==> src/rtl/ole_pkg.sv <==
package ole_pkg;
    typedef enum logic [2:0] {
        ST_OFF,
        ST_IDLE,
        ST_STOP,
        ST_EVAL,
        ST_RESTART
    } ole_state_t;
endpackage

==> src/rtl/ole_ts_bank.sv <==
module ole_ts_bank #(
    parameter int TS_W  = 64,
    parameter int NCH   = 2,
    localparam int SEL_W = (NCH > 1) ? $clog2(NCH) : 1
) (
    input  logic             clk,
    input  logic             rst_n,
    input  logic             load_all,
    input  logic [TS_W-1:0]  init_val,
    input  logic             load_one,
    input  logic [SEL_W-1:0] sel,
    input  logic [TS_W-1:0]  upd_val,
    output logic [TS_W-1:0]  ts_sel
);
    logic [TS_W-1:0] ts_q [NCH];

    for (genvar g = 0; g < NCH; g++) begin : g_ch
        always_ff @(posedge clk or negedge rst_n) begin
            if (!rst_n)
                ts_q[g] <= '0;
            else if (load_all)
                ts_q[g] <= init_val;
            else if (load_one && (sel == SEL_W'(g)))
                ts_q[g] <= upd_val;
        end
    end

    assign ts_sel = ts_q[sel];
endmodule

==> src/rtl/ole_interval.sv <==
module ole_interval #(
    parameter int TS_W = 64,
    parameter logic [TS_W-1:0] THRESH = 900_000_000
) (
    input  logic [TS_W-1:0] now,
    input  logic [TS_W-1:0] last,
    output logic            is_short
);
    logic [TS_W-1:0] diff;

    // modulo 2^TS_W difference keeps a wrapped time base correct
    assign diff     = now - last;
    assign is_short = (diff < THRESH);
endmodule

==> src/rtl/ole_pend.sv <==
module ole_pend #(
    parameter int PEND_W = 2
) (
    input  logic clk,
    input  logic rst_n,
    input  logic clr,
    input  logic inc,
    input  logic dec,
    output logic nz
);
    logic [PEND_W-1:0] cnt;

    always_ff @(posedge clk or negedge rst_n) begin
        if (!rst_n)
            cnt <= '0;
        else if (clr)
            cnt <= '0;
        else begin
            unique case ({inc, dec})
                2'b10:   if (cnt != '1) cnt <= cnt + PEND_W'(1);
                2'b01:   cnt <= cnt - PEND_W'(1);
                default: cnt <= cnt;
            endcase
        end
    end

    assign nz = (cnt != '0);
endmodule

==> src/rtl/ovf_load_est.sv <==
module ovf_load_est
    import ole_pkg::*;
#(
    parameter int TS_W      = 64,
    parameter int NCH       = 2,
    parameter int LOAD_W    = 8,
    parameter int PEND_W    = 2,
    parameter logic [TS_W-1:0] THRESH = 900_000_000,
    parameter int BUSY_HI   = 70,
    parameter int BUSY_LO   = 35,
    parameter int BUSY_INIT = 99,
    parameter int TOTAL     = 100,
    localparam int SEL_W    = (NCH > 1) ? $clog2(NCH) : 1
) (
    input  logic              clk,
    input  logic              rst_n,
    input  logic              en,
    input  logic [TS_W-1:0]   time_ns,
    input  logic              ovf_evt,
    input  logic [NCH-1:0]    ovf_flag,
    input  logic              restart_ack,
    output logic              ctr_stop,
    output logic              ctr_restart,
    output logic [LOAD_W-1:0] busy,
    output logic [LOAD_W-1:0] total,
    output logic              done
);
    ole_state_t state, state_nx;

    logic             pend_nz;
    logic             is_short;
    logic [SEL_W-1:0] sel_c, sel_q;
    logic [TS_W-1:0]  now_q;
    logic [TS_W-1:0]  ts_sel;
    logic             arm, take, eval;

    assign arm  = en && (state == ST_OFF);
    assign take = en && (state == ST_IDLE) && pend_nz;
    assign eval = en && (state == ST_EVAL);

    // lowest set flag wins; the last channel when all lower flags are clear
    always_comb begin
        sel_c = SEL_W'(NCH - 1);
        for (int i = NCH - 2; i >= 0; i--)
            if (ovf_flag[i]) sel_c = SEL_W'(i);
    end

    ole_pend #(.PEND_W(PEND_W)) u_pend (
        .clk   (clk),
        .rst_n (rst_n),
        .clr   (!en),
        .inc   (ovf_evt && en && (state != ST_OFF)),
        .dec   (take),
        .nz    (pend_nz)
    );

    ole_ts_bank #(.TS_W(TS_W), .NCH(NCH)) u_ts (
        .clk      (clk),
        .rst_n    (rst_n),
        .load_all (arm),
        .init_val (time_ns),
        .load_one (eval),
        .sel      (sel_q),
        .upd_val  (now_q),
        .ts_sel   (ts_sel)
    );

    ole_interval #(.TS_W(TS_W), .THRESH(THRESH)) u_int (
        .now      (now_q),
        .last     (ts_sel),
        .is_short (is_short)
    );

    always_comb begin
        state_nx = state;
        if (!en)
            state_nx = ST_OFF;
        else begin
            unique case (state)
                ST_OFF:     state_nx = ST_IDLE;
                ST_IDLE:    if (pend_nz) state_nx = ST_STOP;
                ST_STOP:    state_nx = ST_EVAL;
                ST_EVAL:    state_nx = ST_RESTART;
                ST_RESTART: if (restart_ack) state_nx = ST_IDLE;
                default:    state_nx = ST_OFF;
            endcase
        end
    end

    always_ff @(posedge clk or negedge rst_n) begin
        if (!rst_n)
            state <= ST_OFF;
        else
            state <= state_nx;
    end

    always_ff @(posedge clk or negedge rst_n) begin
        if (!rst_n) begin
            busy  <= '0;
            total <= '0;
            done  <= 1'b0;
            sel_q <= '0;
            now_q <= '0;
        end else begin
            done <= eval;
            if (en && (state == ST_STOP)) begin
                sel_q <= sel_c;
                now_q <= time_ns;
            end
            if (arm) begin
                busy  <= LOAD_W'(BUSY_INIT);
                total <= LOAD_W'(TOTAL);
            end else if (eval) begin
                busy  <= is_short ? LOAD_W'(BUSY_HI) : LOAD_W'(BUSY_LO);
                total <= LOAD_W'(TOTAL);
            end
        end
    end

    assign ctr_stop    = (state == ST_STOP);
    assign ctr_restart = (state == ST_RESTART);
endmodule

==> config.mk <==
export PLATFORM = sky130hd
export DESIGN_NAME = ovf_load_est
export DESIGN_NICKNAME = d
export VERILOG_FILES = /design/src/rtl/ole_pkg.sv /design/src/rtl/ole_ts_bank.sv /design/src/rtl/ole_interval.sv /design/src/rtl/ole_pend.sv /design/src/rtl/ovf_load_est.sv
export SDC_FILE = /design/constraint.sdc
export NUM_CORES = 1
export LEC_CHECK = 0
export ABC_CLOCK_PERIOD_IN_PS = 4050
export BUFFER_PORTS_ARGS = -buffer_cell sky130_fd_sc_hd__buf_2
export CAP_MARGIN = 10
export CORE_UTILIZATION = 30
export CTS_BUF_LIST = sky130_fd_sc_hd__clkbuf_8 sky130_fd_sc_hd__clkbuf_16
export DETAILED_ROUTE_END_ITERATION = 16
export GPL_TIMING_DRIVEN = 0
export PLACE_DENSITY = 0.52
export SLEW_MARGIN = 0
export SYNTH_ARGS = -nofsm -noshare
export SYNTH_HDL_FRONTEND = slang
export SYNTH_HIERARCHICAL = 1
export SYNTH_SLANG_ARGS = --single-unit
==> constraint.sdc <==
create_clock -name clk -period 4.05 [get_ports clk]
set_input_delay 0.81 -clock clk [delete_from_list [all_inputs] [get_ports clk]]
set_output_delay 0.81 -clock clk [all_outputs]
set_load 0.03 [all_outputs]
==> results_dict.tcl <==
set metrics [dict create \
    grt_max_degree 103 \
    seqPwrFrac_pct 23.2 \
    cp.required_ps 4470 \
    final_critical_path_setup_slack_ps -765 \
    criticalPathCategory "register to register" \
    ir_drop_mv 0.332 \
    grt_pass1_wl_mm 78.5 \
    cp-end-kind "register" \
    tritoncts "done" \
    vias_in_the_first_global_route 13800 \
    ys_seq_area_share_pct 32.7 \
    max-slew-margin-rel_pct 40.6 \
    start_kind "register" \
    cp_slowest_stage_delay_ps 500 \
    final_core_util_pct 37.2 \
    most_crowded_layer_gr "met2" \
    clock_tree.htree_level_count 1 \
    critical_path.slowest_cell "sky130_fd_sc_hd__or4_4" \
    finalSetupViolCount 3 \
    first_pass_iters 5 \
    rr_startpoint "sel_q" \
    synthesis.area_um2 15500 \
    groute.layer.met3.usage_pct 1.94 \
    ctsRootBufferMaster "sky130_fd_sc_hd__clkbuf_16" \
    clk-insertion-delay-late_ps 550 \
    static_leakage_nw 7.71 \
    clk_pin_slew_ps 60 \
    minimum_period_implied_by_the_final_worst_setup_slack_ps 4810 \
    route.antenna.remaining_nets 0 \
    core_area_um2 50600 \
    row_cnt 82 \
    post-route-period-util_pct 119 \
    global_route.usage.total_pct 18.3 \
    floorplan.die.width_um 229 \
    synthArstFlopShare_pct 100 \
    detail_route.vias_per_cell 5.39 \
    detail_route.drc_violations 0 \
    ios 90 \
    rsz0062_at_grt "true" \
    gr-total-overflow 0 \
    power.share.switching_pct 43.7 \
    die_area_um2 52600 \
    timing.critical_path.buf_inv 5 \
    synth_common_cells "203 x sky130_fd_sc_hd__dfrtp_1, 190 x sky130_fd_sc_hd__a211oi_1, 178 x sky130_fd_sc_hd__nor2_1" \
    cts.hold.buffers_added 0 \
    number_of_nets_in_the_layout 1949 \
    grt_antenna_before_repair 0 \
    timing_max_transition_violations_final 0 \
    hold_viol_final 0 \
    synth_largest_area_cell "sky130_fd_sc_hd__dfrtp_1" \
    post-synth-top-count-cell "sky130_fd_sc_hd__dfrtp_1" \
    tritoncts.num_buffers 25 \
    drv.max_cap_violation_count 0 \
    wl_mm 48.7 \
    layout-area-overhead-vs-synth_pct 21.2 \
    critPathMaxFanout 8 \
    failed_checks "negative setup slack" \
    synth_top_cells_by_area "sky130_fd_sc_hd__dfrtp_1 33%, sky130_fd_sc_hd__a211oi_1 9.2%, sky130_fd_sc_hd__mux2_2 5.9%, sky130_fd_sc_hd__ha_1 5.0%, sky130_fd_sc_hd__mux2_4 4.7%" \
    yosys_most_used_dff "sky130_fd_sc_hd__dfrtp_1" \
    route.detailed.wl_per_inst_um 19.4 \
    fmax_mhz 208 \
    intPower_w 0.00784 \
    grtUsageMet2_pct 29.1 \
    netlist.area_leader.share_pct 32.7 \
    combPwrFrac_pct 60.0 \
    post_synth_inst_count 1669 \
    cts.sink_count 203 \
    synth-edff-count 0 \
    ratio_of_total_power_to_cell_area_nw_per_um2 742 \
    synth-warning-count 6 \
    port-buffer-count 80 \
    hold_path.class "input pin to async pin" \
    diodes 0 \
    rr_endpoint "busy[5]" \
    globalplace.congestion 0.883 \
    power.switching_w 0.00610 \
    initial_core_util_pct 30.7 \
    numPlacedInstances 2429 \
    instances_no_fill 2505 \
    power.clock.fraction_pct 16.8 \
    routed-via-count 13500 \
    drtIter0Drc 988 \
    grt_util_met1_pct 26.3 \
    detailed_place_hpwl_mm 35.7 \
    worstRegToRegCells 21 \
    worstMarginPinSlew_ps 891 \
    final_layout_size_suffix_gt1_share_pct 30.3 \
    cp_cell_sequence "buf_12, buf_8, buf_16, mux2_4, inv_2, ha_4, clkbuf_8, and4_4, nand4_4, or4_4, a31oi_4, or4_4, o31ai_2, or4_1, nor4_2, nand4_1, nor4_2, and4_4, nand2_2, o22ai_1, a2bb2oi_1" \
    synth.ff_latch_count 203 \
    worstPathArrival_ps 5230 \
    count_of_cell_types_in_the_netlist 88 \
    die-height_um 229 \
    clock-skew-final_ps 16.3 \
    syn_avg_cell_area_um2 9.29 \
    reg2reg_setup_slack_ps -760 \
    outcome "finished, violations left" \
    crit_family "simple AND/OR/NAND/NOR gates" \
    clock_path_buffers 3 \
]
stage by stage:
step / area (um^2) / TNS [ps] / worst slack, ps / total power (W) / hold WS [ps]
after floorplan: 15700 / -98.3 / -38.4 / 0.00855 / 514
after global placement: 17000 / -320650 / -1880 / 0.0104 / 523
after detailed placement: 17000 / -5580 / -1860 / 0.0104 / 543
after CTS: 18500 / -2150 / -721 / 0.0136 / 322
after global routing: 18800 / -2780 / -937 / 0.0149 / 334
final: 18800 / -2250 / -765 / 0.0139 / 273
placed cells by master, fill, tap and decap left out, drive strengths merged, types with 6 or more instances in the layout:
master,instances
buf,244
dfrtp,203
a211oi,200
nor2,180
mux2,130
inv,95
a21oi,88
nand2,78
nor2b,74
nor4b,65
ha,62
o21ai,59
clkbuf,39
nand4,29
nor3,24
a21o,18
xnor2,18
xor2,16
nand3,14
nand2b,14
o21a,12
o21bai,11
nor4,10
a31oi,10
or2,9
and4,9
mux2i,8
conb,8
o211ai,6
o22ai,6
a2111oi,6
or4,6
power groups by stage:
stage / Sequential [W] / Combinational (W) / Clock [W]
5_1_grt: 0.00332 / 0.00913 / 0.00249
6_report: 0.00323 / 0.00837 / 0.00234
4_1_cts: 0.00323 / 0.00796 / 0.00242
3_3_place_gp: 0.00323 / 0.00717 / 0
2_1_floorplan: 0.00300 / 0.00555 / 0
3_5_place_dp: 0.00323 / 0.00720 / 0
routing by layer:
layer	wire length (um)	vias to the layer above
li1	-	6422
met1	23500	6689
met2	22200	322
met3	1960	60
met4	1040	0
met5	0	-
worst max path at each step:
stage | start | end | slack [ps] | cells past startpoint
6_report | sel_q | busy[5] | -760 | 21
5_1_grt | sel_q | busy[5] | -940 | 21
4_1_cts | sel_q | busy[6] | -720 | 21
3_5_place_dp | sel_q | busy[5] | -1860 | 20
3_3_place_gp | sel_q | busy[5] | -1880 | 20
2_1_floorplan | sel_q | busy[5] | -40 | 20
timing repair:
item,CTS,global route
gates resized for setup,93,46
pin swaps,26,17
cloned,2,0
buffers inserted,25,13
endpoints found under the setup margin,3,3
cells by family after synthesis:
family	after synthesis	synth area share [%]
AO/OA/AOI/OAI	467	21.4
other	1	0.0242
flip-flops	203	32.7
XOR/XNOR	34	1.92
AND/OR/NAND/NOR	534	19.1
multiplexers	138	11.1
buffers and inverters	230	8.69
adder cells (fa/ha/maj)	62	5.00
registers in the layout, indices dropped and copies added (netlist names):
signal and count:
u_pend/cnt 2, state 3, now_q 64, total 1, sel_q 1, busy 3, done 1, u_ts/ts_q 128
area by class of cell:
| cell class | count | area, um^2 |
|---|---|---|
| buffer | 133 | 1170 |
| clock buffer | 29 | 681 |
| clock inverter | 15 | 174 |
| fill | 5218 | 31800 |
| inverter | 89 | 334 |
| multi-input combinational | 1243 | 9710 |
| sequential | 203 | 5080 |
| tap | 672 | 841 |
| timing repair buffer | 121 | 811 |
No activity file was read; power rests on OpenSTA's default activity.
